--- src/rtl/pwr_clk_pkg.sv ---
package pwr_clk_pkg;
  typedef enum logic [1:0] {
    PS_RUN    = 2'd0,
    PS_PDOWN  = 2'd1,
    PS_SETTLE = 2'd2
  } pstate_e;

  localparam int unsigned IDL_B  = 0;
  localparam int unsigned PD_B   = 1;
  localparam logic [7:0]  RSV_MASK = 8'h70;
endpackage

--- src/rtl/pcc_reg.sv ---
module pcc_reg
  import pwr_clk_pkg::*;
(
  input  logic       clk_i,
  input  logic       rst_ni,
  input  logic       wr_en_i,
  input  logic [7:0] wdata_i,
  input  logic       clr_idl_i,
  input  logic       clr_pd_i,
  input  logic       soft_clr_i,
  output logic [7:0] pcon_o
);
  logic [7:0] q;

  always_ff @(posedge clk_i or negedge rst_ni) begin
    if (!rst_ni)         q <= '0;
    else if (soft_clr_i) q <= '0;
    else if (wr_en_i)    q <= wdata_i & ~RSV_MASK;
    else begin
      if (clr_idl_i) q[IDL_B] <= 1'b0;
      if (clr_pd_i)  q[PD_B]  <= 1'b0;
    end
  end

  assign pcon_o = q;
endmodule

--- src/rtl/pcc_rst_filt.sv ---
module pcc_rst_filt #(
  parameter int unsigned RST_HOLD = 24
) (
  input  logic clk_i,
  input  logic rst_ni,
  input  logic pin_i,
  output logic pin_rst_o
);
  localparam int unsigned CW = $clog2(RST_HOLD + 1);
  localparam logic [CW-1:0] LAST = CW'(RST_HOLD - 1);

  logic [CW-1:0] cnt_q;

  always_ff @(posedge clk_i or negedge rst_ni) begin
    if (!rst_ni)            cnt_q <= '0;
    else if (!pin_i)        cnt_q <= '0;
    else if (cnt_q != LAST) cnt_q <= cnt_q + 1'b1;
  end

  // qualified on the RST_HOLD-th consecutive high sample
  assign pin_rst_o = pin_i && (cnt_q == LAST);
endmodule

--- src/rtl/pcc_seq.sv ---
module pcc_seq
  import pwr_clk_pkg::*;
#(
  parameter int unsigned SETTLE_CYC = 1536,
  parameter int unsigned WAKE_W     = 8
) (
  input  logic              clk_i,
  input  logic              rst_ni,
  input  logic              idl_i,
  input  logic              pd_i,
  input  logic              irq_i,
  input  logic [WAKE_W-1:0] wake_i,
  input  logic              pin_rst_i,
  input  logic              ale_i,
  input  logic              psen_i,
  output pstate_e           state_o,
  output logic              cpu_en_o,
  output logic              per_en_o,
  output logic              ale_o,
  output logic              psen_o,
  output logic              clr_idl_o,
  output logic              clr_pd_o
);
  localparam int unsigned CW = (SETTLE_CYC < 2) ? 1 : $clog2(SETTLE_CYC);
  localparam logic [CW-1:0] LAST = CW'(SETTLE_CYC - 1);

  pstate_e       state_q;
  logic [CW-1:0] cnt_q;
  logic          settle_done, clk_off;

  assign settle_done = (state_q == PS_SETTLE) && (cnt_q == LAST) && !pin_rst_i;

  always_ff @(posedge clk_i or negedge rst_ni) begin
    if (!rst_ni) begin
      state_q <= PS_RUN;
      cnt_q   <= '0;
    end else if (pin_rst_i) begin
      state_q <= PS_RUN;
      cnt_q   <= '0;
    end else begin
      unique case (state_q)
        PS_RUN:    if (pd_i) state_q <= PS_PDOWN;
        PS_PDOWN:  if (|wake_i) begin
                     state_q <= PS_SETTLE;
                     cnt_q   <= '0;
                   end
        PS_SETTLE: if (cnt_q == LAST) state_q <= PS_RUN;
                   else               cnt_q   <= cnt_q + 1'b1;
        default:   state_q <= PS_RUN;
      endcase
    end
  end

  assign clk_off   = (state_q != PS_RUN) || pd_i;
  assign cpu_en_o  = !clk_off && !idl_i;
  assign per_en_o  = !clk_off;
  assign ale_o     = clk_off ? 1'b0 : (idl_i ? 1'b1 : ale_i);
  assign psen_o    = clk_off ? 1'b0 : (idl_i ? 1'b1 : psen_i);
  assign clr_pd_o  = settle_done;
  assign clr_idl_o = settle_done ||
                     ((state_q == PS_RUN) && idl_i && !pd_i && irq_i && !pin_rst_i);
  assign state_o   = state_q;
endmodule

--- src/rtl/pwr_clk_ctrl.sv ---
module pwr_clk_ctrl
  import pwr_clk_pkg::*;
#(
  parameter int unsigned SETTLE_CYC = 1536,
  parameter int unsigned RST_HOLD   = 24,
  parameter int unsigned WAKE_W     = 8,
  parameter int unsigned ADDR_W     = 8,
  parameter logic [ADDR_W-1:0] PCON_ADDR = ADDR_W'(8'h87)
) (
  input  logic              osc_i,
  input  logic              rst_ni,
  input  logic              pcon_we_i,
  input  logic [ADDR_W-1:0] pcon_addr_i,
  input  logic [7:0]        pcon_wdata_i,
  output logic [7:0]        pcon_rdata_o,
  input  logic              irq_pend_i,
  input  logic [WAKE_W-1:0] wake_irq_i,
  input  logic              rst_pin_i,
  input  logic              ale_core_i,
  input  logic              psen_core_i,
  output logic              cpu_clk_en_o,
  output logic              per_clk_en_o,
  output logic              ale_o,
  output logic              psen_o
);
  logic [7:0] pcon_q;
  logic       pin_rst, wr_en, clr_idl, clr_pd;
  pstate_e    state_q;

  assign wr_en = pcon_we_i && (pcon_addr_i == PCON_ADDR) && cpu_clk_en_o && !pin_rst;

  pcc_rst_filt #(.RST_HOLD(RST_HOLD)) i_rst_filt (
    .clk_i     (osc_i),
    .rst_ni    (rst_ni),
    .pin_i     (rst_pin_i),
    .pin_rst_o (pin_rst)
  );

  pcc_reg i_reg (
    .clk_i      (osc_i),
    .rst_ni     (rst_ni),
    .wr_en_i    (wr_en),
    .wdata_i    (pcon_wdata_i),
    .clr_idl_i  (clr_idl),
    .clr_pd_i   (clr_pd),
    .soft_clr_i (pin_rst),
    .pcon_o     (pcon_q)
  );

  pcc_seq #(.SETTLE_CYC(SETTLE_CYC), .WAKE_W(WAKE_W)) i_seq (
    .clk_i     (osc_i),
    .rst_ni    (rst_ni),
    .idl_i     (pcon_q[IDL_B]),
    .pd_i      (pcon_q[PD_B]),
    .irq_i     (irq_pend_i),
    .wake_i    (wake_irq_i),
    .pin_rst_i (pin_rst),
    .ale_i     (ale_core_i),
    .psen_i    (psen_core_i),
    .state_o   (state_q),
    .cpu_en_o  (cpu_clk_en_o),
    .per_en_o  (per_clk_en_o),
    .ale_o     (ale_o),
    .psen_o    (psen_o),
    .clr_idl_o (clr_idl),
    .clr_pd_o  (clr_pd)
  );

  assign pcon_rdata_o = pcon_q;
endmodule

--- config.mk ---
export PLATFORM = sky130hd
export DESIGN_NAME = pwr_clk_ctrl
export DESIGN_NICKNAME = d
export VERILOG_FILES = /design/src/rtl/pwr_clk_pkg.sv /design/src/rtl/pcc_reg.sv /design/src/rtl/pcc_rst_filt.sv /design/src/rtl/pcc_seq.sv /design/src/rtl/pwr_clk_ctrl.sv
export SDC_FILE = /design/constraint.sdc
export NUM_CORES = 1
export LEC_CHECK = 0
export BUFFER_PORTS_ARGS = -buffer_cell sky130_fd_sc_hd__clkbuf_2
export CORE_ASPECT_RATIO = 1.1
export CORE_MARGIN = 8
export CORE_UTILIZATION = 55
export CTS_BUF_LIST = sky130_fd_sc_hd__clkbuf_2
export DETAILED_ROUTE_END_ITERATION = 6
export GPL_TIMING_DRIVEN = 0
export PLACE_DENSITY = 0.85
export SLEW_MARGIN = 20
export SYNTH_ARGS = -nofsm -noshare
export SYNTH_HDL_FRONTEND = slang
export SYNTH_HIERARCHICAL = 1
export SYNTH_SLANG_ARGS = --single-unit
--- constraint.sdc ---
create_clock -name osc_i -period 3.9 [get_ports osc_i]
set_clock_uncertainty 0.1 [all_clocks]
set_input_delay 0.39 -clock osc_i [delete_from_list [all_inputs] [get_ports osc_i]]
set_output_delay 0.39 -clock osc_i [all_outputs]
set_load 0.02 [all_outputs]
; After elaboration in Yosys (flattened, before gate mapping)
; Index checks and enable logic that the tools add are counted.
[op_classes]
addsub = 2
eq_ne = 11
n_mux = 20
n_reduce_logical = 26
[op_table]
columns = operator, n
row1 = two-way mux 11 bit, 3
row2 = case mux 11 bit (2 select lines), 1
row3 = "adder 11 x 1 -> 11 bit, second input constant", 1
row4 = "== test 11 bit, second input constant", 1
row5 = logical AND 1 bit, 11
row6 = two-way mux 2 bit, 5
row7 = two-way mux 5 bit, 2
row8 = "inequality test 3 x 2 -> 1 bit, second input constant", 3
row9 = nonzero test 3 bit, 3
row10 = "== test 8 bit, second input constant", 1
row11 = two-way mux 8 bit, 1
row12 = OR reduction 8 bit, 1
row13 = two-way mux 1 bit, 6
row14 = two-way mux 6 bit, 1
row15 = case mux 2 bit (3 select lines), 1
row16 = AND reduction 3 bit, 2
row17 = "adder 5 x 1 -> 5 bit, second input constant", 1
row18 = "== test 5 bit, second input constant", 1
row19 = "inequality test 5 bit, second input constant", 1
row20 = zero test 1 bit, 4
row21 = nonzero test 2 bit, 2
row22 = "inequality test 3 x 1 -> 1 bit, second input constant", 1
row23 = "== test 2 x 1 -> 1 bit, second input constant", 1
row24 = "== test 2 bit, second input constant", 1
row25 = other kinds (3), 4
[totals]
ff_bits = 26
input_bits = 31
elab_cells = 65

; Depth between registers and ports, before layout
[depth]
depth_word = 9
mapped_depth = 8

; Modules after synthesis
; Netlist, hierarchy kept.
[modules_own_cells]
columns = mod, instances, cells_each, area_each_um2, seq_area_each_um2
row1 = pcc_seq, 1, 90, 823.3, 325.3
row2 = pcc_rst_filt, 1, 23, 241.5, 125.1
row3 = pcc_reg, 1, 22, 239.0, 125.1
row4 = pwr_clk_ctrl, 1, 4, 35.0, 0.0

; Worst setup path before layout
; No wires, ideal clock.
[synth_timing]
path_type = flip-flop to flip-flop
from = register i_rst_filt.cnt_q[0]
to = register i_reg.q[0], in the netlist i_reg/pcon_o[0]
t_arrival_ps = 2261
required_ps = 3722
path_slack_ps = 1461
path_stages_with_launch = 9
path_buffers = 0
path_cell_list = dfrtp_1 ha_1 nand4b_2 nor2_1 nor3b_2 and4_1 a31o_2 or3b_1 a21oi_1
[synth_via]
elab_chain_cells = 6
word_cells_on_any_way = 10
classes_between = 1 x eq/ne / 2 x mux / 7 x reduce/logical
[synth_rtl]
columns = item, line
row1 = "start, declared", pcc_rst_filt.sv:12  ; logic [CW-1:0] cnt_q;
row2 = "start signal, assigned", pcc_rst_filt.sv:17  ; else if (cnt_q != LAST) cnt_q <= cnt_q + 1'b1;
row3 = == test 5 bit, pcc_rst_filt.sv:21  ; assign pin_rst_o = pin_i && (cnt_q == LAST);
row4 = logical AND 1 bit, pcc_rst_filt.sv:21
row5 = net pin_rst, pwr_clk_ctrl.sv:27  ; logic pin_rst, wr_en, clr_idl, clr_pd;
row6 = zero test 1 bit, pcc_seq.sv:31  ; assign settle_done = (state_q == PS_SETTLE) && (cnt_q == LAST) && !pin_rst_i;
row7 = logical AND 1 bit, pcc_seq.sv:31
row8 = net clr_pd, pwr_clk_ctrl.sv:27
row9 = logical OR 1 bit, pcc_seq.sv:60  ; assign clr_idl_o = settle_done ||
row10 = net clr_idl, pwr_clk_ctrl.sv:27
row11 = nonzero test 3 bit (no source line), n/a
row12 = "end signal, assigned", pcc_reg.sv:18  ; else if (wr_en_i) q <= wdata_i & ~RSV_MASK;
row13 = "end, declared", pcc_reg.sv:13  ; logic [7:0] q;
; The timed path passes the listed nets, and every way through them passes these cells.
; A chain may end at the register's enable or synchronous reset.

; Worst setup path after layout
; Same ends and word-level chain as after synthesis.

==> flow_summary_export.csv <==
group,metric,value,unit
grt,grt_pass1_wl,5.40,mm
timing,fin_crit,2.96,ns
synthesis,ys_ff_latch,23,
grt,grt-busiest-layer,"met2",
drt,drc,0,
drt,viasPerCell,5.69,
timing,setup_viol,0,
floorplan,rows,18,
clock_tree,cts.path.max_buffers,2,
grt,use_met2,0.319,
synthesis,netlist_area,1340,µm²
floorplan,fp.dieArea,4270,µm²
clock_tree,clock-sinks,23,
floorplan,die_w,63.0,µm
setup_path,end_kind,"flop",
clock_tree,clk_pin_slew,0.22,ns
grt,grt.total_usage,0.156,
final_layout,fillCellCount,188,
clock_tree,numCtsBuffers,3,
final_layout,insertedDiodeCount,0,
drt,vias,1207,
drt,drt_iter0_markers,50,
min_path,worstHoldPathType,"primary input to flop",
final_layout,fin_nets,216,
placed_design,io_buffers,36,
synthesis,syn_area_per_cell,9.63,µm²
power,power,733,µW
drt,drtPass1Iterations,4,
power,max-vdd-ir-drop,0.223,mV
floorplan,core,2270,µm²
flow_run,cap_violations,0,
timing,slew_violations,0,
power,power_density,460,nW/µm²
timing,rsz0062_at_grt,"false",
setup_path,critPathKind,"flop to flop",
setup_path,worstPathArrival,3.13,ns
timing,hold_violations,0,
status,status,"finished, final reports clean",
grt,grt_pass1_vias,1291,
timing,worstMarginPinSlew,0.804,ns
clock_tree,postCtsSetupBuffers,0,
setup_path,worstPathMaxFanout,12,
drt,wirelength,3.22,mm
final_layout,synthToLayoutAreaGrowth,19.1,%
timing,setup_tns,0,ns
final_layout,drive_gt1_frac,0.319,
grt,met1_usage,0.139,
grt,grt_util_met3,0.0364,
grt,antenna_found_initial,0,
timing,slew_headroom,0.462,
clock_tree,cts-root-buf,"clkbuf_2",
timing,fin_crit_sh,0.759,
clock_tree,h-tree-depth,1,
timing,fin_ws,0.939,ns
grt,grt_start_max_net_pins,24,
synthesis,yosysSeqAreaShare,0.430,
setup_path,crit_required,4.07,ns
grt,grt-ovfl-total,0,
placed_design,pre_cts_slack,0.988,ns
drt,drt-wirelength-per-cell,15.2,µm
synthesis,yosysWarnings,6,
floorplan,die_h,67.7,µm
clock_tree,clk_latency,0.33,ns
synthesis,yosysUniqueCellTypes,42,
timing,fmax,0.338,GHz
floorplan,ios,43,
setup_path,start_kind,"flop",
placed_design,dp_hpwl,2.49,mm
placed_design,place.gp.congestion,0.822,
clock_tree,cts_tree,"done",
timing,holdWs,0.145,ns
floorplan,initial_utilization,0.589,
drt,ant_nets,0,
power,leakagePower,0.000797,µW
synthesis,syn_inst,139,
==> kinds of logic (layout without fill, tap and decap cells) <==
family	after synthesis	in the layout	share of synthesized area
flops	23	23	0.430
simple gates	55	55	0.243
compound gates	35	35	0.178
buf+inv	15	56	0.0710
fa+ha+maj	2	2	0.0187
xor+xnor	3	3	0.0196
other cells	1	3	0.00280
mux	5	5	0.0374
==> power by group <==
group          total (µW)  switching [µW]  internal, µW
Clock                95.4            72.1          23.3
Combinational         323             187           136
Sequential            315            37.7           277
Total                 733             296           436
==> worst max-delay path, cell delays in order (launching register included) <==
cell,delay (ns)
dfrtp_1,0.44
ha_1,0.25
nand4b_2,0.19
nor2_1,0.66
nor3b_2,0.25
and4_1,0.27
a31o_2,0.23
or3b_1,0.36
a21oi_1,0.16
==> stage by stage <==
stage               cell area [µm²]  std cells   util
floorplan                      1350        141      -
global placement               1560        207  0.688
detailed placement             1560        207  0.688
CTS                            1590        212  0.701
global route                   1590        212  0.701
finish                         1590        212  0.701
==> per-layer routing <==
layer  share of wire  vias to the layer above
met4           0.020                        0
met5               0                        -
met3           0.035                       10
met1            0.37                      579
li1                -                      586
met2            0.57                       32
==> flip-flops by register name (all words and copies together), names as in the netlist <==
register / flops
i_rst_filt/cnt_q: 5
i_seq/cnt_q: 11
i_seq/state_o: 2
i_reg/pcon_o: 5
==> cells in the mapped netlist (all sizes together) <==
master | instances | area (µm²)
a21bo | 1 | 10.0
a21oi | 10 | 53.8
a31o | 1 | 8.76
a31oi | 10 | 77.6
a41oi | 1 | 8.76
and2b | 2 | 17.5
and3 | 1 | 6.26
and4 | 4 | 35.0
and4b | 1 | 10.0
and4bb | 1 | 12.5
buf | 7 | 63.8
clkbuf | 3 | 12.5
conb | 1 | 3.75
dfrtp | 23 | 576
ha | 2 | 25.0
inv | 5 | 18.8
mux2i | 5 | 50.1
nand2 | 12 | 45.0
nand2b | 1 | 6.26
nand3 | 6 | 30.0
nand4 | 2 | 12.5
nand4b | 1 | 15.0
nor2 | 12 | 45.0
nor3 | 3 | 15.0
nor3b | 1 | 12.5
nor4 | 2 | 12.5
o21a | 3 | 22.5
o21ai | 6 | 30.0
o21ba | 1 | 10.0
o221ai | 1 | 8.76
o31ai | 1 | 7.51
or2 | 1 | 6.26
or3b | 3 | 28.8
or4 | 2 | 15.0
xnor2 | 2 | 17.5
xor2 | 1 | 8.76
==> repair_timing <==
item / 4_1_cts / 5_1_grt
hold buffers: 1 / 0
gates resized for setup: 0 / 0
endpoints found under the hold margin: 23 / 0
==> final timing paths <==
| check | startpoint | end | slack [ns] | depth (start not counted) |
|---|---|---|---|---|
| max in group asynchronous | rst_ni | i_seq/cnt_q[4]$_DFFE_PN0P_ | 2.87 | 2 |
| min in group asynchronous | rst_ni | i_seq/state_o[0]$_DFFE_PN0P_ | 0.45 | 2 |
| max reg2reg | i_rst_filt/cnt_q[0]$_DFFE_PN0P_ | i_reg/pcon_o[0]$_DFFE_PN0P_ | 0.94 | 8 |
| min | pcon_wdata_i[1] | i_reg/pcon_o[1]$_DFFE_PN0P_ | 0.14 | 3 |
| max | i_rst_filt/cnt_q[0]$_DFFE_PN0P_ | i_reg/pcon_o[0]$_DFFE_PN0P_ | 0.94 | 8 |
| min reg2reg | i_seq/cnt_q[10]$_DFFE_PN0P_ | i_seq/cnt_q[10]$_DFFE_PN0P_ | 0.39 | 1 |
==> layout make-up <==
cell class / instances / area [µm²] / area share
clock buffers: 3 / 15.0 / 0.00942
multi-input cells: 103 / 676 / 0.424
plain buffers: 10 / 76.3 / 0.0479
clock inverters: 1 / 5.00 / 0.00314
well taps: 30 / 37.5 / 0.0235
flip-flops and latches: 23 / 576 / 0.361
repair buffers: 37 / 190 / 0.119
inverters: 5 / 18.8 / 0.0118
==> cells in the final DEF, fill, tap and decap left out, types with 3 or more instances in the layout <==
master    instances
clkbuf_2         40
dfrtp_1          23
nor2_1           12
nand2_1          12
a21oi_1           9
a31oi_1           9
nand3_1           6
mux2i_1           5
inv_1             5
and4_1            4
buf_4             4
buf_6             3
conb_1            3
o21ai_1           3
o21ai_0           3
nor3_1            3
o21a_1            3
Power figures use the tool's default switching activity.
